### config.mk
export PLATFORM = sky130hd
export DESIGN_NAME = sbw_burst_rd
export DESIGN_NICKNAME = d
export VERILOG_FILES = /design/src/rtl/sbw_pkg.sv /design/src/rtl/sbw_cfg_reg.sv /design/src/rtl/sbw_slot_seq.sv /design/src/rtl/sbw_word_src.sv /design/src/rtl/sbw_burst_rd.sv
export SDC_FILE = /design/constraint.sdc
export NUM_CORES = 1
export LEC_CHECK = 0
export ABC_CLOCK_PERIOD_IN_PS = 1900
export BUFFER_PORTS_ARGS = -buffer_cell sky130_fd_sc_hd__buf_4
export CORE_ASPECT_RATIO = 0.5
export CORE_UTILIZATION = 52
export CTS_CLUSTER_DIAMETER = 50
export DETAILED_ROUTE_END_ITERATION = 12
export PLACE_DENSITY_LB_ADDON = 0.08
export SYNTH_ARGS = -nofsm -noshare
export SYNTH_HDL_FRONTEND = slang
export SYNTH_HIERARCHICAL = 1
export SYNTH_SLANG_ARGS = --single-unit
export TNS_END_PERCENT = 100
### constraint.sdc
create_clock -name clk -period 1.9 [get_ports clk]
set_input_delay 0.285 -clock clk [delete_from_list [all_inputs] [get_ports clk]]
set_output_delay 0.285 -clock clk [all_outputs]
set_load 0.01 [all_outputs]
### src/rtl/sbw_pkg.sv
// Shared definitions for the synchronous burst read sequencer.
// Assumes a 16-bit configuration register with fixed field positions.
package sbw_pkg;
    localparam int CFG_W      = 16;
    localparam int LAT_LSB    = 11;
    localparam int POL_BIT    = 10;
    localparam int HOLD_BIT   = 9;
    localparam int EARLY_BIT  = 8;
    localparam int SEQ_BIT    = 7;
    localparam logic [CFG_W-1:0] CFG_RESET = 16'h3A80;

    // Decoded view of the configuration register.
    typedef struct packed {
        logic [2:0] lat;
        logic       pol;
        logic       hold2;
        logic       early;
    } cfg_t;
endpackage

### src/rtl/sbw_cfg_reg.sv
// Configuration register. Loads only when not locked, and forces the
// sequential-burst bit high. Assumes the lock is high while a burst is active or starting.
module sbw_cfg_reg
    import sbw_pkg::*;
(
    input  logic             clk,
    input  logic             rst_n,
    input  logic             we,
    input  logic [CFG_W-1:0] wdata,
    input  logic             lock,
    output logic [CFG_W-1:0] rdata,
    output cfg_t             cfg
);
    logic [CFG_W-1:0] reg_q;

    // Register update: reset default, or accept a write while unlocked.
    always_ff @(posedge clk) begin
        if (!rst_n)
            reg_q <= CFG_RESET;
        else if (we && !lock)
            reg_q <= wdata | (CFG_W'(1) << SEQ_BIT);
    end

    // Field decode for the sequencer and the output stage.
    always_comb begin
        cfg.lat   = reg_q[LAT_LSB +: 3];
        cfg.pol   = reg_q[POL_BIT];
        cfg.hold2 = reg_q[HOLD_BIT];
        cfg.early = reg_q[EARLY_BIT];
    end

    assign rdata = reg_q;
endmodule

### src/rtl/sbw_slot_seq.sv
// Data-cycle sequencer. Keeps the current slot and the slot after it
// (valid flag plus address), the latency countdown, the row-gap flag and the hold phase.
// Assumes the config stays stable while busy.
module sbw_slot_seq #(
    parameter int AW    = 8,
    parameter int ROW_W = 4
) (
    input  logic          clk,
    input  logic          rst_n,
    input  logic          start,
    input  logic          ce,
    input  logic [AW-1:0] addr_in,
    input  logic [2:0]    lat,
    input  logic          hold2,
    output logic          busy,
    output logic          cur_v,
    output logic [AW-1:0] cur_a,
    output logic          nxt_v
);
    logic [AW-1:0] nxt_a;
    logic [AW-1:0] gaddr;
    logic [2:0]    lat_left;
    logic          gap;
    logic          hph;
    logic [2:0]    lat_eff;
    logic          slot_end;

    // Latency clamp and data-cycle boundary detect.
    always_comb begin
        lat_eff  = (lat < 3'd2) ? 3'd2 : lat;
        slot_end = !hold2 || hph;
    end

    // Slot pipeline: start, abort on ce low, or advance at each slot end.
    always_ff @(posedge clk) begin
        if (!rst_n) begin
            busy <= 1'b0; cur_v <= 1'b0; nxt_v <= 1'b0;
            cur_a <= '0; nxt_a <= '0; gaddr <= '0;
            lat_left <= '0; gap <= 1'b0; hph <= 1'b0;
        end else if (start) begin
            busy <= 1'b1; cur_v <= 1'b0; nxt_v <= 1'b0;
            gaddr <= addr_in; lat_left <= lat_eff - 3'd2;
            gap <= 1'b0; hph <= 1'b0;
        end else if (!ce) begin
            busy <= 1'b0; cur_v <= 1'b0; nxt_v <= 1'b0; hph <= 1'b0;
        end else if (busy) begin
            if (slot_end) begin
                hph   <= 1'b0;
                cur_v <= nxt_v;
                cur_a <= nxt_a;
                if (lat_left != 3'd0) begin
                    nxt_v    <= 1'b0;
                    lat_left <= lat_left - 3'd1;
                end else if (gap) begin
                    nxt_v <= 1'b0;
                    gap   <= 1'b0;
                end else begin
                    nxt_v <= 1'b1;
                    nxt_a <= gaddr;
                    gaddr <= gaddr + AW'(1);
                    gap   <= (gaddr[ROW_W-1:0] == {ROW_W{1'b1}});
                end
            end else begin
                hph <= 1'b1;
            end
        end
    end
endmodule

### src/rtl/sbw_word_src.sv
// Internal word array, computed from the address: the upper AW bits are
// the address and the lower AW bits its complement. Assumes DW == 2*AW.
module sbw_word_src #(
    parameter int AW = 8,
    parameter int DW = 16
) (
    input  logic [AW-1:0] addr,
    output logic [DW-1:0] word
);
    for (genvar i = 0; i < DW; i++) begin : g_bit
        if (i < AW) begin : g_lo
            assign word[i] = ~addr[i % AW];
        end else begin : g_hi
            assign word[i] = addr[i % AW];
        end
    end
endmodule

### src/rtl/sbw_burst_rd.sv
// Top of the synchronous burst read sequencer. Ties the config register,
// the slot sequencer and the word array together, and forms WAIT from
// polarity and timing. Assumes ce/adv are synchronous to clk.
module sbw_burst_rd
    import sbw_pkg::*;
#(
    parameter int AW    = 8,
    parameter int DW    = 16,
    parameter int ROW_W = 4
) (
    input  logic             clk,
    input  logic             rst_n,
    input  logic             cfg_we,
    input  logic [CFG_W-1:0] cfg_wdata,
    output logic [CFG_W-1:0] cfg_rdata,
    input  logic             ce,
    input  logic             adv,
    input  logic [AW-1:0]    addr_in,
    output logic [DW-1:0]    dout,
    output logic             rd_valid,
    output logic             wait_o
);
    cfg_t          cfg;
    logic          start;
    logic          busy;
    logic          cur_v;
    logic          nxt_v;
    logic [AW-1:0] cur_a;
    logic [DW-1:0] word;
    logic          stall_act;

    assign start = ce && adv;

    sbw_cfg_reg u_cfg (
        .clk(clk), .rst_n(rst_n), .we(cfg_we), .wdata(cfg_wdata),
        .lock(busy || start), .rdata(cfg_rdata), .cfg(cfg)
    );

    sbw_slot_seq #(.AW(AW), .ROW_W(ROW_W)) u_seq (
        .clk(clk), .rst_n(rst_n), .start(start), .ce(ce), .addr_in(addr_in),
        .lat(cfg.lat), .hold2(cfg.hold2), .busy(busy),
        .cur_v(cur_v), .cur_a(cur_a), .nxt_v(nxt_v)
    );

    sbw_word_src #(.AW(AW), .DW(DW)) u_word (.addr(cur_a), .word(word));

    // Output stage: pick stall view (current or next slot), apply polarity.
    always_comb begin
        stall_act = busy && (cfg.early ? !nxt_v : !cur_v);
        wait_o    = cfg.pol ? stall_act : !stall_act;
        rd_valid  = cur_v;
        dout      = cur_v ? word : '0;
    end
endmodule

==> flow_summary.json, run 1 <==
{
  "clk_path_buf_depth": 2,
  "clkTransAtPathRegs_ns": 0.08,
  "crit_required_ns": 2.13,
  "core_sq_um": 4420,
  "holdBufCountCts": 0,
  "status": "complete, no violations",
  "synth_seq_cells": 47,
  "rsz0062_at_grt": "no",
  "ir_worst_vdd_uv": 460,
  "synth_edf_count": 0,
  "post_cts_resized": 0,
  "criticalPathCategory": "flip-flop to flip-flop",
  "clock-sinks": 47,
  "cp_data_arrival_time_ns": 2.00,
  "hold_class": "primary input to flip-flop",
  "wirelength_mm": 4.26,
  "grt_max_degree": 59,
  "total_power_w": 0.00205,
  "path_cells": "inv_1 > ha_1 > nor3b_4 > buf_4 > nand3_4 > or4_1 > a31oi_1",
  "num_vias": 1846,
  "routabilityCongestion": 0.759,
  "cts.htree.levels": 2,
  "grt-ovfl-total": 0,
  "fmax_mhz": 566,
  "netlist_instances": 270,
  "syn-num-nets": 302,
  "die-width_microns": 98.3,
  "fin_util_pct": 65.8,
  "maxCapViolations": 0,
  "grtUsageMet3_pct": 6.41,
  "critPathMaxFanout": 4,
  "dieArea_sq_um": 4930,
  "final-setup-viol-count": 0,
  "crit_path_end_kind": "flip-flop",
  "grt_pass1_vias": 1628,
  "grtUsageMet2_pct": 30.5,
  "p_leak_nw": 1.35,
  "tritoncts": "yes",
  "period_share_pct": 92.9,
  "avgSynthCellArea_sq_um": 8.93,
  "holdPathStages": 3,
  "async_reset_ff_share_pct": 0,
  "die-height_microns": 50.2,
  "io_pins": 63,
  "synth_top_area_cell": "dfxtp_1",
  "yosys-top-cells-count": "47 x dfxtp_1, 37 x nand2_1, 30 x mux2i_1",
  "post-route-drc-count": 0,
  "grt_pass1_wl_mm": 7.02,
  "max_stage_delay_ns": 0.51,
  "yosysMostFrequentCell": "dfxtp_1",
  "clkLatencyLatePin_ns": 0.30,
  "dr.pass1.iters": 6,
  "antenna_cells": 0,
  "nNetsFinal": 350,
  "netlist_top_cells_area": "dfxtp_1 39%, mux2i_1 12%, nand2_1 5.8%",
  "row_count": 17,
  "postCtsSetupBuffers": 0,
  "synth_top_area_share_pct": 39.0,
  "r2r_cells": 7,
  "hold_violations": 0,
  "top_usage_layer": "met2",
  "area_growth_pct": 20.6,
  "met1_usage_pct": 22.0,
  "start_util_pct": 54.5,
  "min_period_ns": 1.77,
  "synth-main-ff-cell": "dfxtp_1",
  "clock_skew_ns": 0.00951,
  "ys_types": 44,
  "hpwl_mm": 3.07,
  "p_per_area_nw_per_um2": 703,
  "clockRootBuffer": "clkbuf_8",
  "finalSetupTns_ns": 0,
  "drt_iter0_drc": 44,
  "numCtsBuffers": 5,
  "antenna_found_initial": 0,
  "startpoint_type": "flip-flop",
  "io_buffers": 60,
  "synth_area_sq_um": 2410,
  "antenna_left": 0,
  "drive_above_1_share_pct": 28.6,
  "seq_area_frac_synth_pct": 39.0,
  "track_usage_pct": 18.0,
  "cpMaxStageDelayCell": "or4_1",
  "yosysWarnings": 6,
  "vias_per_cell": 4.92,
  "wire_per_inst_microns": 11.4,
  "finalMaxSlewViolations": 0
}
==> power by group <==
| part | internal (W) | leakage, nW | switching [W] |
|---|---|---|---|
| sequential | 0.00103 | 0.384 | 0.0000355 |
| clock | 0.000386 | 0.0513 | 0.000319 |
| combinational | 0.000150 | 0.914 | 0.000130 |
| total | 0.00156 | 1.35 | 0.000484 |
==> through the flow <==
step | instance area, sq um | setup WS [ns] | std cells | hold WS (ns)
after floorplan | 2410 | 0.201 | 270 | 0.427
after global placement | 2780 | 0.125 | 364 | 0.444
after detailed placement | 2780 | 0.0840 | 364 | 0.448
after CTS | 2880 | 0.0780 | 371 | 0.232
after global routing | 2910 | 0.0224 | 375 | 0.237
final | 2910 | 0.135 | 375 | 0.237
==> final timing paths <==
kind / end / slack (ns) / startpoint
worst max-delay path: u_seq/gaddr[7]$_SDFFE_PN0P_ / 0.13 / u_seq/lat_left[0]$_SDFFE_PN0P_
worst min-delay path: u_cfg/rdata[4]$_SDFFE_PN0P_ / 0.24 / cfg_wdata[4]
worst min register to register: u_cfg/rdata[15]$_SDFFE_PN0P_ / 0.46 / u_cfg/rdata[15]$_SDFFE_PN0P_
worst max register to register: u_seq/gaddr[7]$_SDFFE_PN0P_ / 0.13 / u_seq/lat_left[0]$_SDFFE_PN0P_
==> critical path, delay by kind of cell, from the launching register on <==
family	cells	cell delay (ns)
flip-flops	1	0.32
adder cells (fa/ha/maj)	1	0.18
AO/OA/AOI/OAI	1	0.16
AND/OR/NAND/NOR	3	0.79
buffers and inverters	2	0.25
==> placed cells by master, fill, tap and decap left out, drive strengths merged, types with 8 or more instances in the layout <==
cell   instances
nand3          8
inv           14
mux2i         30
and2          18
dfxtp         47
nor2b         18
nand2         37
a21oi          9
buf           70
o21ai         11
==> logic make-up after synthesis <==
family / Yosys count / synth area share (%)
simple gates: 108 / 26.2
flops: 47 / 39.0
buf+inv: 44 / 10.7
mux: 32 / 13.4
compound gates: 30 / 7.16
xor+xnor: 5 / 1.82
fa+ha+maj: 3 / 1.56
other cells: 1 / 0.155
==> state kept, by name, summed over array words and instances (netlist names), 3 cells and up <==
signal,flops
u_seq/nxt_a,8
u_seq/lat_left,3
u_cfg/rdata,15
u_seq/cur_a,8
u_seq/gaddr,8
==> layout make-up <==
class	count	area [sq um]
clock buffers	6	72.6
inverters	15	56.3
well taps	57	71.3
fillers	382	1520
clock inverters	1	30.0
repair buffers	70	526
flip-flops and latches	47	941
multi-input cells	179	1210
==> routing by layer <==
layer / wire (microns) / vias to the layer above
li1: - / 974
met1: 2030 / 823
met2: 1950 / 44
met3: 246 / 5
met4: 34 / 0
met5: 0 / -
No activity file was read; power rests on OpenSTA's default activity.
==> run 2, diff against run 1 <==
CORE_UTILIZATION = 51   (was 52)
SYNTH_HIERARCHICAL = not set   (was 1)
==> flow_summary.json, run 2 <==
{
  "status": "complete, no violations",
  "largest_register_ffs": 15,
  "nNetsFinal": 338,
  "grtUsageMet3_pct": 7.23,
  "synth-main-ff-cell": "dfxtp_1",
  "critPathMaxFanout": 6,
  "grt-ovfl-total": 0,
  "netlist_top_cells_area": "dfxtp_1 43%, mux2i_1 8.7%, nand2_1 7.5%",
  "yosysMostFrequentCell": "dfxtp_1",
  "synth_area_sq_um": 2190,
  "placed_cell_area_sq_um": 2680,
  "hpwl_mm": 3.12,
  "worstHoldStart": "cfg_wdata[12]",
  "num_vias": 1817,
  "core_sq_um": 4000,
  "synth_seq_cells": 47,
  "wire_per_inst_microns": 12.1,
  "design_area_sq_um": 2820,
  "period_share_pct": 95.0,
  "hold_ws_ns": 0.186,
  "numCtsBuffers": 5,
  "clock_skew_ns": 0.00327,
  "ir_worst_vdd_uv": 585,
  "holdBufCountCts": 0,
  "clock-sinks": 47,
  "synth_top_area_share_pct": 43.0,
  "clockRootBuffer": "clkbuf_8",
  "async_reset_ff_share_pct": 0,
  "met1_usage_pct": 25.8,
  "p_leak_nw": 1.29,
  "clkTransAtPathRegs_ns": 0.09,
  "routabilityCongestion": 0.752,
  "row_count": 16,
  "die-height_microns": 48.3,
  "criticalPathCategory": "flip-flop to flip-flop",
  "wirelength_mm": 4.37,
  "hold_violations": 0,
  "syn-num-nets": 280,
  "multi_input_area_sq_um": 1170,
  "grt_pass1_wl_mm": 7.21,
  "startpoint_type": "flip-flop",
  "nFillCells": 329,
  "worstReg2RegEnd": "u_seq.gaddr[7]$_SDFFE_PN0P_",
  "crit_required_ns": 2.14,
  "vias_per_cell": 5.03,
  "ys_types": 37,
  "slew_headroom_pct": 62.1,
  "start_util_pct": 54.7,
  "r2r_cells": 5,
  "maxCapViolations": 0,
  "grtUsageMet2_pct": 32.4,
  "grt_pass1_vias": 1624,
  "avgSynthCellArea_sq_um": 8.82,
  "final-setup-viol-count": 0,
  "postCtsSetupBuffers": 0,
  "post-route-drc-count": 0,
  "area_growth_pct": 28.8,
  "rsz0062_at_grt": "no",
  "dr.pass1.iters": 5,
  "seq_area_frac_synth_pct": 43.0,
  "netlist_instances": 248,
  "synth_edf_count": 0,
  "dieArea_sq_um": 4570,
  "whs_endpoint": "u_cfg.rdata[12]$_SDFFE_PN1P_",
  "finalMaxSlewViolations": 0,
  "cts.htree.levels": 2,
  "post_cts_resized": 0,
  "total_power_w": 0.00218,
  "yosysWarnings": 0,
  "drt_iter0_drc": 52,
  "die-width_microns": 94.6,
  "clk_path_buf_depth": 2,
  "track_usage_pct": 20.3,
  "hold_class": "primary input to flip-flop",
  "tritoncts": "yes",
  "grt_max_degree": 46,
  "r2r_start": "u_seq.lat_left[0]$_SDFFE_PN0P_",
  "min_period_ns": 1.80,
  "drive_above_1_share_pct": 25.7,
  "io_buffers": 60,
  "p_per_area_nw_per_um2": 772,
  "antenna_found_initial": 0,
  "finalSetupTns_ns": 0,
  "clkLatencyLatePin_ns": 0.30,
  "synth_top_area_cell": "dfxtp_1",
  "yosys-top-cells-count": "47 x dfxtp_1, 44 x nand2_1, 26 x nor2b_1",
  "top_usage_layer": "met2",
  "antenna_cells": 0,
  "crit_path_end_kind": "flip-flop",
  "layout.cells.most_common_list": "66 x buf_4, 47 x dfxtp_1, 44 x nand2_1",
  "fmax_mhz": 554,
  "antenna_left": 0,
  "io_pins": 63,
  "worst_pin_slew_ns": 0.566,
  "layout_commonest_cell": "buf_4",
  "regToRegSetupSlack_ns": 0.1,
  "regArea_sq_um": 941,
  "cp_data_arrival_time_ns": 2.04,
  "holdPathStages": 3
}
run 2: cell types whose count changed after synthesis, moves of 3 or more:
cell,previous run,this run
a21boi_0,0,11
nand3b_1,5,2
and2_2,6,0
clkbuf_1,5,9
nor2b_1,17,26
o211ai_1,4,0
nand2_1,37,44
mux2i_1,30,19
nand3_1,6,12
inv_1,14,2
buf_4,17,2
run 2: worst max-delay path: stages, from the launching register on:
cell,delay (ns)
dfxtp_1,0.33
inv_1,0.08
ha_1,0.17
or3b_1,0.46
or4_1,0.54
a31oi_1,0.16
run 2: layout make-up:
class,instances,share of cell area (%)
sequential,47,33.4
clock inverter,3,2.40
multi-input combinational,184,41.5
clock buffer,5,2.44
timing repair buffer,66,17.6
inverter,2,0.266
tap,54,2.40
run 2: worst max-delay path by stage:
stage	cells after the start	endpoint	slack [ns]	start
finish	5	u_seq.gaddr[7]$_SDFFE_PN0P_	0.1	u_seq.lat_left[0]$_SDFFE_PN0P_
detailed placement	5	u_seq.gaddr[7]$_SDFFE_PN0P_	0.11	u_seq.lat_left[0]$_SDFFE_PN0P_
CTS	5	u_seq.gaddr[7]$_SDFFE_PN0P_	0.09	u_seq.lat_left[0]$_SDFFE_PN0P_
floorplan	6	u_seq.gaddr[7]$_SDFFE_PN0P_	0.18	u_seq.lat_left[0]$_SDFFE_PN0P_
global placement	5	u_seq.gaddr[7]$_SDFFE_PN0P_	0.15	u_seq.lat_left[0]$_SDFFE_PN0P_
global route	5	u_seq.gaddr[7]$_SDFFE_PN0P_	0.003	u_seq.lat_left[0]$_SDFFE_PN0P_
run 2: where the power goes:
| part | leakage [nW] | total [W] | switching [W] | internal (W) |
|---|---|---|---|---|
| combinational | 0.839 | 0.000247 | 0.000122 | 0.000125 |
| sequential | 0.383 | 0.00105 | 0.0000323 | 0.00102 |
| clock | 0.0644 | 0.000875 | 0.000350 | 0.000525 |
run 2: through the flow:
stage                     worst slack (ns)  std cells  utilization, %
after floorplan                      0.183        248               -
after CTS                           0.0864        361            70.4
after global routing               0.00349        361            70.4
final                               0.0953        361            70.4
after global placement               0.148        353            67.0
after detailed placement             0.106        353            67.0
run 2: routing by layer:
metal / share of wire (%) / wire, microns
met2: 44 / 1910
met3: 6.9 / 302
met4: 1.1 / 48
met1: 48 / 2100
met5: 0 / 0
run 2: logic make-up after synthesis:
group                      count (synthesis)  synth area share, %
AOI/OAI and AO/OA                         38                 10.9
muxes                                     20                 9.21
and+or+nand+nor                          115                 28.7
other                                      1                0.171
adders and majority gates                  3                 1.72
xor gates and xnor gates                   7                 2.80
DFF                                       47                 43.0
buffers and inverters                     17                 3.49
==> run 3, diff against run 2 <==
ABC_CLOCK_PERIOD_IN_PS = 1580   (was 1900)
CORE_UTILIZATION = 46   (was 51)
PLACE_DENSITY_LB_ADDON = 0.05   (was 0.08)
clock period = 1.58 ns   (was 1.9 ns; I/O delays follow)
==> flow_summary.json, run 3 (synthesis results as in run 2) <==
{
  "worstReg2RegEnd": "u_seq.gaddr[4]$_SDFFE_PN0P_",
  "status": "complete, no violations",
  "holdPathStages": 3,
  "nNetsFinal": 352,
  "layout.cells.most_common_list": "79 x buf_4, 45 x dfxtp_1, 44 x nand2_1",
  "holdBufCountCts": 0,
  "whs_endpoint": "u_cfg.rdata[9]$_SDFFE_PN1P_",
  "fmax_mhz": 633,
  "p_leak_nw": 1.35,
  "grt_pass1_vias": 1725,
  "layout_commonest_cell": "buf_4",
  "worstHoldStart": "cfg_wdata[9]",
  "antenna_cells": 0,
  "core_sq_um": 4490,
  "hold_violations": 0,
  "max_stage_delay_ns": 0.42,
  "area_growth_pct": 34.5,
  "hold_ws_ns": 0.144,
  "antenna_found_initial": 0,
  "routabilityCongestion": 0.802,
  "num_vias": 1886,
  "design_area_sq_um": 2940,
  "clkLatencyLatePin_ns": 0.30,
  "clk_path_buf_depth": 2,
  "track_usage_pct": 20.6,
  "drt_iter0_drc": 46,
  "crit_required_ns": 1.77,
  "regToRegSetupSlack_ns": 0.0009,
  "grt_max_degree": 46,
  "clock_skew_ns": 0.00267,
  "drive_above_1_share_pct": 31.3,
  "hold_class": "primary input to flip-flop",
  "cpMaxStageDelayCell": "or3b_4",
  "wire_per_inst_microns": 12.2,
  "wirelength_mm": 4.70,
  "tritoncts": "yes",
  "post-route-drc-count": 0,
  "rsz0062_at_grt": "yes",
  "clock-sinks": 47,
  "start_util_pct": 48.8,
  "hpwl_mm": 3.42,
  "period_share_pct": 99.9,
  "r2r_start": "u_seq.lat_left[0]$_SDFFE_PN0P_",
  "crit_path_end_kind": "flip-flop",
  "cts.htree.levels": 2,
  "antenna_left": 0,
  "ir_worst_vdd_uv": 342,
  "setup_ws_ns": 0.000901,
  "dpl.cell_count": 378,
  "grt_pass1_wl_mm": 7.87,
  "r2r_cells": 6,
  "clkTransAtPathRegs_ns": 0.08,
  "die-height_microns": 50.8,
  "final-setup-viol-count": 0,
  "critPathMaxFanout": 6,
  "clockRootBuffer": "clkbuf_8",
  "die-width_microns": 99.5,
  "placed_cell_area_sq_um": 2820,
  "row_count": 17,
  "path_cells": "inv_2 > ha_4 > or3b_4 > nor4_4 > xnor2_1 > a21oi_1",
  "min_period_ns": 1.58,
  "largest_register_ffs": 15,
  "finalSetupTns_ns": 0,
  "cp_data_arrival_time_ns": 1.77,
  "finalMaxSlewViolations": 0,
  "maxCapViolations": 0,
  "startpoint_type": "flip-flop",
  "io_buffers": 60,
  "numCtsBuffers": 5,
  "grt-ovfl-total": 0,
  "vias_per_cell": 4.89,
  "dr.pass1.iters": 4,
  "dieArea_sq_um": 5050,
  "criticalPathCategory": "flip-flop to flip-flop",
  "pre_cts_ws_ns": -0.105,
  "p_per_area_nw_per_um2": 794,
  "io_pins": 63,
  "fin_cells": 386,
  "nFillCells": 381
}
[run 3: changes by cell type in the layout (fill, tap and decap cells not counted), moves of 2 or more]
cell       change
dfxtp_2        +2
inv_2          +2
bufinv_16      -2
buf_4         +13
inv_1          -2
dfxtp_1        -2
[run 3: layout make-up]
class	instances	area, sq um	share of cell area [%]
clock buffers	6	82.6	2.80
flip-flops and latches	47	943	32.0
well taps	66	82.6	2.80
multi-input cells	184	1210	41.1
repair buffers	80	613	20.8
clock inverters	1	5.00	0.170
inverters	2	7.51	0.255
[run 3: per-stage QoR]
step / utilization [%] / total power (W)
global route: 65.6 / 0.00247
detailed placement: 62.9 / 0.00162
finish: 65.6 / 0.00234
floorplan: - / 0.00147
global placement: 62.9 / 0.00161
CTS: 65.1 / 0.00235
[run 3: worst max-delay path: cells and delay by family (launching register included)]
family	cells	cell delay [ns]
AO/OA/AOI/OAI	1	0.08
XOR/XNOR	1	0.15
adder cells (fa/ha/maj)	1	0.14
buffers and inverters	1	0.08
flip-flops	1	0.33
AND/OR/NAND/NOR	2	0.70
[run 3: worst max-delay path by stage]
stage                                         from                           to  slack (ns)  cells past startpoint
finish              u_seq.lat_left[0]$_SDFFE_PN0P_  u_seq.gaddr[4]$_SDFFE_PN0P_      0.0009                      6
global route        u_seq.lat_left[0]$_SDFFE_PN0P_  u_seq.gaddr[7]$_SDFFE_PN0P_       -0.08                      5
CTS                 u_seq.lat_left[0]$_SDFFE_PN0P_  u_seq.gaddr[4]$_SDFFE_PN0P_       0.003                      6
detailed placement  u_seq.lat_left[0]$_SDFFE_PN0P_  u_seq.gaddr[7]$_SDFFE_PN0P_       -0.10                      5
global placement    u_seq.lat_left[0]$_SDFFE_PN0P_  u_seq.gaddr[7]$_SDFFE_PN0P_       -0.06                      5
floorplan           u_seq.lat_left[0]$_SDFFE_PN0P_  u_seq.gaddr[7]$_SDFFE_PN0P_       -0.05                      6
[run 3: layer usage]
metal / vias up / GRT usage [%] / share of wire (%)
li1: 981 / - / -
met1: 840 / 25.9 / 48
met2: 58 / 33.0 / 44
met3: 7 / 6.41 / 6.7
met4: 0 / 8.58 / 1.3
met5: - / 0 / 0
[run 3: what timing repair did]
item,4_1_cts,5_1_grt
buffers inserted,0,1
gates resized for setup,5,3
setup endpoints to repair,8,16
endpoints found under the hold margin,0,0
pin swaps,2,1
[run 3: power by group]
group / switching (W) / leakage, nW / internal [W]
clock: 0.000387 / 0.0470 / 0.000344
sequential: 0.0000349 / 0.384 / 0.00123
combinational: 0.000164 / 0.917 / 0.000181
total: 0.000585 / 1.35 / 0.00175
